[src/rtl/ipa_pkg.sv]
package ipa_pkg;

   typedef enum logic {
      WIN_CTRL = 1'b0,
      WIN_DATA = 1'b1
   } win_kind_e;

   // host offset of one window of one bank
   function automatic int win_offset(input int bank, input win_kind_e kind);
      return 2 * bank + ((kind == WIN_DATA) ? 1 : 0);
   endfunction

endpackage

[src/rtl/ipa_decode.sv]
module ipa_decode
   import ipa_pkg::*;
#(
   parameter int NUM_BANKS = 3,
   parameter int HOST_AW   = 3
) (
   input  logic                 bus_wr,
   input  logic [HOST_AW-1:0]   bus_addr,
   output logic [NUM_BANKS-1:0] ctrl_wr,
   output logic [NUM_BANKS-1:0] data_wr
);

   for (genvar b = 0; b < NUM_BANKS; b++) begin : g_bank
      localparam logic [HOST_AW-1:0] CtrlOff = HOST_AW'(win_offset(b, WIN_CTRL));
      localparam logic [HOST_AW-1:0] DataOff = HOST_AW'(win_offset(b, WIN_DATA));
      assign ctrl_wr[b] = bus_wr && (bus_addr == CtrlOff);
      assign data_wr[b] = bus_wr && (bus_addr == DataOff);
   end

endmodule

[src/rtl/ipa_bank.sv]
module ipa_bank #(
   parameter int DATA_W = 8,
   parameter int IDX_W  = 5,
   parameter int DEPTH  = 16
) (
   input  logic              clk,
   input  logic              rst_n,
   input  logic              ctrl_wr,
   input  logic              data_wr,
   input  logic [DATA_W-1:0] wdata,
   output logic [DATA_W-1:0] ctrl_rd,
   output logic [DATA_W-1:0] data_rd,
   output logic              commit
);

   localparam int LOAD_BIT = DATA_W - 1;
   localparam int SLOT_W   = (DEPTH > 1) ? $clog2(DEPTH) : 1;
   localparam logic [IDX_W:0] DEPTH_L = (IDX_W + 1)'(DEPTH);

   logic [IDX_W-1:0]             idx_q;
   logic                         load_q;
   logic [DATA_W-1:0]            stage_q;
   logic [DEPTH-1:0][DATA_W-1:0] arr_q;

   logic [IDX_W-1:0] new_idx;
   logic             new_in_range;
   logic             cur_in_range;
   logic [DATA_W-1:0] sel_word;

   assign new_idx      = wdata[IDX_W-1:0];
   assign new_in_range = {1'b0, new_idx} < DEPTH_L;
   assign cur_in_range = {1'b0, idx_q} < DEPTH_L;

   // a commit is the rising edge of the load bit caused by a control write
   assign commit = ctrl_wr && !load_q && wdata[LOAD_BIT];

   always_ff @(posedge clk or negedge rst_n) begin
      if (!rst_n) begin
         idx_q  <= '0;
         load_q <= 1'b0;
      end else if (ctrl_wr) begin
         idx_q  <= new_idx;
         load_q <= wdata[LOAD_BIT];
      end
   end

   always_ff @(posedge clk or negedge rst_n) begin
      if (!rst_n) begin
         stage_q <= '0;
      end else if (data_wr) begin
         stage_q <= wdata;
      end
   end

   for (genvar i = 0; i < DEPTH; i++) begin : g_reg
      localparam logic [IDX_W-1:0] MyIdx = IDX_W'(i);
      always_ff @(posedge clk or negedge rst_n) begin
         if (!rst_n) begin
            arr_q[i] <= '0;
         end else if (commit && new_in_range && (new_idx == MyIdx)) begin
            arr_q[i] <= stage_q;
         end
      end
   end

   always_comb begin
      sel_word = '0;
      for (int i = 0; i < DEPTH; i++) begin
         if (idx_q == IDX_W'(i)) sel_word = arr_q[i];
      end
   end

   always_comb begin
      ctrl_rd                = '0;
      ctrl_rd[LOAD_BIT]      = load_q;
      ctrl_rd[IDX_W-1:0]     = idx_q;
   end

   assign data_rd = load_q ? stage_q : (cur_in_range ? sel_word : '0);

   AST_COMMIT_STORES: assert property (@(posedge clk) disable iff (!rst_n)
      (commit && new_in_range) |=> arr_q[$past(new_idx[SLOT_W-1:0])] == $past(stage_q));
   AST_NO_COMMIT_STABLE: assert property (@(posedge clk) disable iff (!rst_n)
      !commit |=> arr_q == $past(arr_q));
   AST_STAGE_HELD: assert property (@(posedge clk) disable iff (!rst_n)
      !data_wr |=> $stable(stage_q));
   AST_OOR_IGNORED: assert property (@(posedge clk) disable iff (!rst_n)
      (commit && !new_in_range) |=> $stable(arr_q));
   AST_LOAD_RISE_ONLY: assert property (@(posedge clk) disable iff (!rst_n)
      commit |=> load_q && !$past(load_q));

endmodule

[src/rtl/ipa_rdmux.sv]
module ipa_rdmux
   import ipa_pkg::*;
#(
   parameter int NUM_BANKS = 3,
   parameter int HOST_AW   = 3,
   parameter int DATA_W    = 8
) (
   input  logic [HOST_AW-1:0]                  bus_addr,
   input  logic [NUM_BANKS-1:0][DATA_W-1:0]    ctrl_rd,
   input  logic [NUM_BANKS-1:0][DATA_W-1:0]    data_rd,
   output logic [DATA_W-1:0]                   bus_rdata
);

   always_comb begin
      bus_rdata = '0;
      for (int b = 0; b < NUM_BANKS; b++) begin
         if (bus_addr == HOST_AW'(win_offset(b, WIN_CTRL))) bus_rdata = ctrl_rd[b];
         if (bus_addr == HOST_AW'(win_offset(b, WIN_DATA))) bus_rdata = data_rd[b];
      end
   end

endmodule

[src/rtl/indirect_reg_port.sv]
module indirect_reg_port #(
   parameter int NUM_BANKS = 3,
   parameter int DEPTH     = 16,
   parameter int DATA_W    = 8,
   parameter int IDX_W     = 5,
   parameter int HOST_AW   = 3
) (
   input  logic               clk,
   input  logic               rst_n,
   input  logic               bus_wr,
   input  logic [HOST_AW-1:0] bus_addr,
   input  logic [DATA_W-1:0]  bus_wdata,
   output logic [DATA_W-1:0]  bus_rdata
);

   // elaboration-time parameter checks
   if (IDX_W >= DATA_W) begin : g_bad_idx
      $error("index field must leave room for the load bit");
   end
   if ((1 << IDX_W) < DEPTH) begin : g_bad_depth
      $error("index field too narrow for bank depth");
   end
   if (2 * NUM_BANKS > (1 << HOST_AW)) begin : g_bad_map
      $error("host window too small for all banks");
   end

   logic [NUM_BANKS-1:0]             ctrl_wr;
   logic [NUM_BANKS-1:0]             data_wr;
   logic [NUM_BANKS-1:0]             commit;
   logic [NUM_BANKS-1:0][DATA_W-1:0] ctrl_rd;
   logic [NUM_BANKS-1:0][DATA_W-1:0] data_rd;

   ipa_decode #(
      .NUM_BANKS (NUM_BANKS),
      .HOST_AW   (HOST_AW)
   ) u_decode (
      .bus_wr   (bus_wr),
      .bus_addr (bus_addr),
      .ctrl_wr  (ctrl_wr),
      .data_wr  (data_wr)
   );

   for (genvar b = 0; b < NUM_BANKS; b++) begin : g_bank
      ipa_bank #(
         .DATA_W (DATA_W),
         .IDX_W  (IDX_W),
         .DEPTH  (DEPTH)
      ) u_bank (
         .clk     (clk),
         .rst_n   (rst_n),
         .ctrl_wr (ctrl_wr[b]),
         .data_wr (data_wr[b]),
         .wdata   (bus_wdata),
         .ctrl_rd (ctrl_rd[b]),
         .data_rd (data_rd[b]),
         .commit  (commit[b])
      );
   end

   ipa_rdmux #(
      .NUM_BANKS (NUM_BANKS),
      .HOST_AW   (HOST_AW),
      .DATA_W    (DATA_W)
   ) u_rdmux (
      .bus_addr  (bus_addr),
      .ctrl_rd   (ctrl_rd),
      .data_rd   (data_rd),
      .bus_rdata (bus_rdata)
   );

   AST_ONE_BANK_COMMITS: assert property (@(posedge clk) disable iff (!rst_n)
      $onehot0(commit));
   AST_WRITE_TARGETS_ONE: assert property (@(posedge clk) disable iff (!rst_n)
      $countones({ctrl_wr, data_wr}) <= 1);

endmodule

[config.mk]
export PLATFORM = sky130hd
export DESIGN_NAME = indirect_reg_port
export DESIGN_NICKNAME = d
export VERILOG_FILES = /design/src/rtl/ipa_pkg.sv /design/src/rtl/ipa_decode.sv /design/src/rtl/ipa_bank.sv /design/src/rtl/ipa_rdmux.sv /design/src/rtl/indirect_reg_port.sv
export SDC_FILE = /design/constraint.sdc
export NUM_CORES = 1
export LEC_CHECK = 0
export BUFFER_PORTS_ARGS = -buffer_cell sky130_fd_sc_hd__buf_4
export CAP_MARGIN = 20
export CORE_MARGIN = 1.5
export CORE_UTILIZATION = 55
export CTS_CLUSTER_DIAMETER = 40
export CTS_CLUSTER_SIZE = 30
export DETAILED_ROUTE_END_ITERATION = 8
export PLACE_DENSITY = 0.73
export SETUP_SLACK_MARGIN = 0.4
export SLEW_MARGIN = 15
export SYNTH_ARGS = -nofsm -noshare
export SYNTH_HDL_FRONTEND = slang
export SYNTH_SLANG_ARGS = --single-unit
[constraint.sdc]
create_clock -name clk -period 5 [get_ports clk]
set_input_delay 0.75 -clock clk [delete_from_list [all_inputs] [get_ports clk]]
set_output_delay 0.75 -clock clk [all_outputs]
set_load 0.1 [all_outputs]
==> results.md <==
* Pin count of the biggest net entering global routing at 114
* Total negative slack at 0 ns
* Post-synth EDFFs at 0
* Die ar. at 39960 um^2
* Final WL at 64.53 mm
* Wl on met1 at 28.30 mm
* Hold crit path type: primary input to async pin
* Maximum VDD drop at 278.4 uV
* Initial Util at 56.22%
* Slew margin rel. at 32.16%
* Setup violation total in the final timing report at 0
* CTS tree: yes
* Site row count at 71
* Mapped cell area at 21320 um^2
* Async S/R FF share, synth at 100.0%
* Worst setup startpoint: g_bank[1].u_bank.idx_q[4]$_DFFE_PN0P_
* Worst skew pair latency at 0.62 ns
* Total gr overflow at 0
* Initial antenna violation count at 1
* Worst setup EP type: primary output
* Worst path most repeated cell: buf_4
* Critical Path, Cell by Cell: buf_4, nor3b_4, and2_0, nor2_1, o221ai_1, a21oi_1, a2111oi_1, o31ai_2, buf_4
* Remaining DRCs at 0
* Synth warnings at 0
* Starting DRT DRC Count at 1507
* Vias at 15570
* Final Hold Viols at 0
* Routed wl met3 at 5.694 mm
* Total track usage at 33.09%
* First-pass GRT wire length at 98.32 mm
* Top Metal Used: met4
* Share of the synthesized area in the top cell type at 49.99%
* Ys flop type: dfrtp_1
* Root Driver: clkbuf_16
* Arrival time at the worst endpoint at 3.80 ns
* Depth of the CTS H-tree at 2
* Worst Setup Path Type: flop to primary output
* Routed Antenna Nets at 0
* Clock Sinks at 426
* # IOs at 22
* Slew @ Worst Pin at 1.008 ns
* DR pass1 iterations at 6
* Max Slew Vio Count at 0
* RSZ-0062 raised after global routing: false
* Reg2reg start: g_bank[0].u_bank.load_q$_DFFE_PN0P_
* Most common cell after layout, fill and taps aside: dfrtp_1
* Die W at 199.9 um
* Gpl congestion at 1.012
* Setup crit start kind: flop
* Tcrit/Tclk final at 91.03%
* R2R Setup Slk at 2.69 ns
* Syn nets at 1812
* PwrDens at 410.9 nW/um^2
* Met2 routed WL at 28.61 mm
* Outcome: finished clean
* Req. time, crit path at 4.25 ns
* CP endpoint: bus_rdata[7]
* Synth unique cells at 84
* Max-cap violations at 0
* Top post-synthesis cells by area: dfrtp_1 (50%), mux2_2 (17%), mux2_4 (3.6%), mux2_1 (3.4%), a21oi_1 (2.2%)
* Slowest stage cell on the critical path: a2111oi_1
* Syn_area_per_cell at 11.86 um^2
* Static leakage at 11.54 nW
* Die Y at 199.9 um
* WL/cell at 27.44 um
* Clk buf depth at 3
* Post-DP HPWL at 44.17 mm
* CP max stage delay at 0.65 ns
* Buffers on Ports at 21
* Max Fclk at 219.7 MHz
* # Post-CTS Setup Buffers at 0
* Synth area leader: dfrtp_1
* Yosys reg bits at 426
* CTS buffer count at 58
* Final period demand of the worst path at 4.552 ns
* Post-synthesis cell count at 1798
* Hold buffer count at cts at 0
* Placed cell count at 2243
* # fillers at 2989
* Setup Skew at 0.01839 ns
* Sequential area share after synthesis at 49.99%
* Share of layout cells above drive strength 1 at 32.39%
* Nets at 1806
* R2R depth at 4
* Via density at 6.620
* Number of global-route vias before repair at 15570
* Non-Filler Instances at 2352
* Crit Path Max Fanout at 9
* Clock transition at path regs at 0.06 ns
* Area delta synth->final at 12.70%
* R2R Path End: g_bank[0].u_bank.arr_q[87]$_DFFE_PN0P_
* Commonest cells after routing, fill and taps aside: dfrtp_1 (419), mux2_2 (317), nand2_1 (114), a21oi_1 (95), nor2_1 (71)
* Core Footprint at 37930 um^2
[power breakdown]
group          switching [mW]  leakage [nW]  internal [mW]
clock network            1.75          1.01           2.62
registers               0.516          5.85           3.56
logic                   0.934          4.68          0.497
[sequential cells by signal (all words and copies together), names as in the netlist]
register               flops
g_bank.u_bank.load_q       3
g_bank.u_bank.idx_q       15
g_bank.u_bank.stage_q     24
g_bank.u_bank.arr_q      384
[metrics by stage]
step	utilization (%)	cell area, um^2	hold WS, ns	setup WS, ns	total power, mW
floorplan	-	21340	0.4544	0.7453	4.866
global placement	57.75	21910	0.4688	0.8817	5.478
detailed placement	57.75	21910	0.4734	0.8794	5.499
CTS	63.28	24010	0.2192	0.4032	9.866
global route	63.35	24030	0.2578	0.4032	10.19
finish	63.36	24030	0.1870	0.4484	9.875
[final cells by class]
type | count | area [um^2] | share of cell area [%]
antenna | 1 | 2.502 | 0.01041
clock buffer | 68 | 1560 | 6.492
clock inverter | 40 | 529.3 | 2.202
inverter | 17 | 65.06 | 0.2707
multi-input combinational | 1230 | 10090 | 41.97
sequential | 426 | 10670 | 44.41
tap | 511 | 639.4 | 2.660
timing repair buffer | 59 | 475.5 | 1.978
[worst min-delay path by stage]
| stage | end | slack, ns | startpoint | cells past startpoint |
|---|---|---|---|---|
| floorplan | g_bank[0].u_bank.arr_q[0]$_DFFE_PN0P_ | 0.45 | rst_n | 0 |
| global placement | g_bank[0].u_bank.arr_q[125]$_DFFE_PN0P_ | 0.47 | g_bank[0].u_bank.arr_q[125]$_DFFE_PN0P_ | 1 |
| detailed placement | g_bank[0].u_bank.arr_q[62]$_DFFE_PN0P_ | 0.47 | g_bank[0].u_bank.arr_q[62]$_DFFE_PN0P_ | 1 |
| CTS | g_bank[1].u_bank.arr_q[3]$_DFFE_PN0P_ | 0.22 | rst_n | 1 |
| global route | g_bank[1].u_bank.arr_q[35]$_DFFE_PN0P_ | 0.26 | rst_n | 1 |
| finish | g_bank[1].u_bank.arr_q[48]$_DFFE_PN0P_ | 0.19 | rst_n | 1 |
[metal layers]
layer / up-vias / global-route usage (%)
li1: 6662 / -
met1: 8049 / 47.37
met2: 740 / 49.73
met3: 120 / 7.392
met4: 0 / 11.42
met5: - / 0
[cell families after synthesis]
group	count (synthesis)	synth area share (%)
compound gates	359	11.28
simple gates	412	10.37
xor+xnor	1	0.04108
mux	458	25.41
buf+inv	142	2.916
flops	426	49.99
[Yosys cell counts (9+ instances only)]
library cell	n
clkbuf_1	53
mux2_1	65
mux2i_1	17
nand3_1	40
o22ai_1	20
mux2_4	51
o221ai_1	13
nand2_1	114
nor3_1	33
nor3b_1	9
a31oi_1	11
o211ai_1	13
o21ai_0	70
a21oi_1	95
a22oi_1	19
a32oi_1	11
buf_1	28
a211oi_1	14
nor2_1	73
nand2b_1	26
inv_1	15
nand2_2	11
nor2b_1	29
mux2_2	317
nand2_4	11
buf_2	37
dfrtp_1	426
[worst max-delay path: cells and delay by family (launching register included)]
family / cells / cell delay, ns
AO/OA/AOI/OAI: 4 / 1.11
AND/OR/NAND/NOR: 3 / 0.99
flip-flops: 1 / 0.54
buffers and inverters: 2 / 0.54
[timing repair]
item                       in CTS  in global routing
pin swaps                       0                  0
setup endpoints to repair       4                  7
resized for setup               6                  8
(Power assumes the default switching activity.)
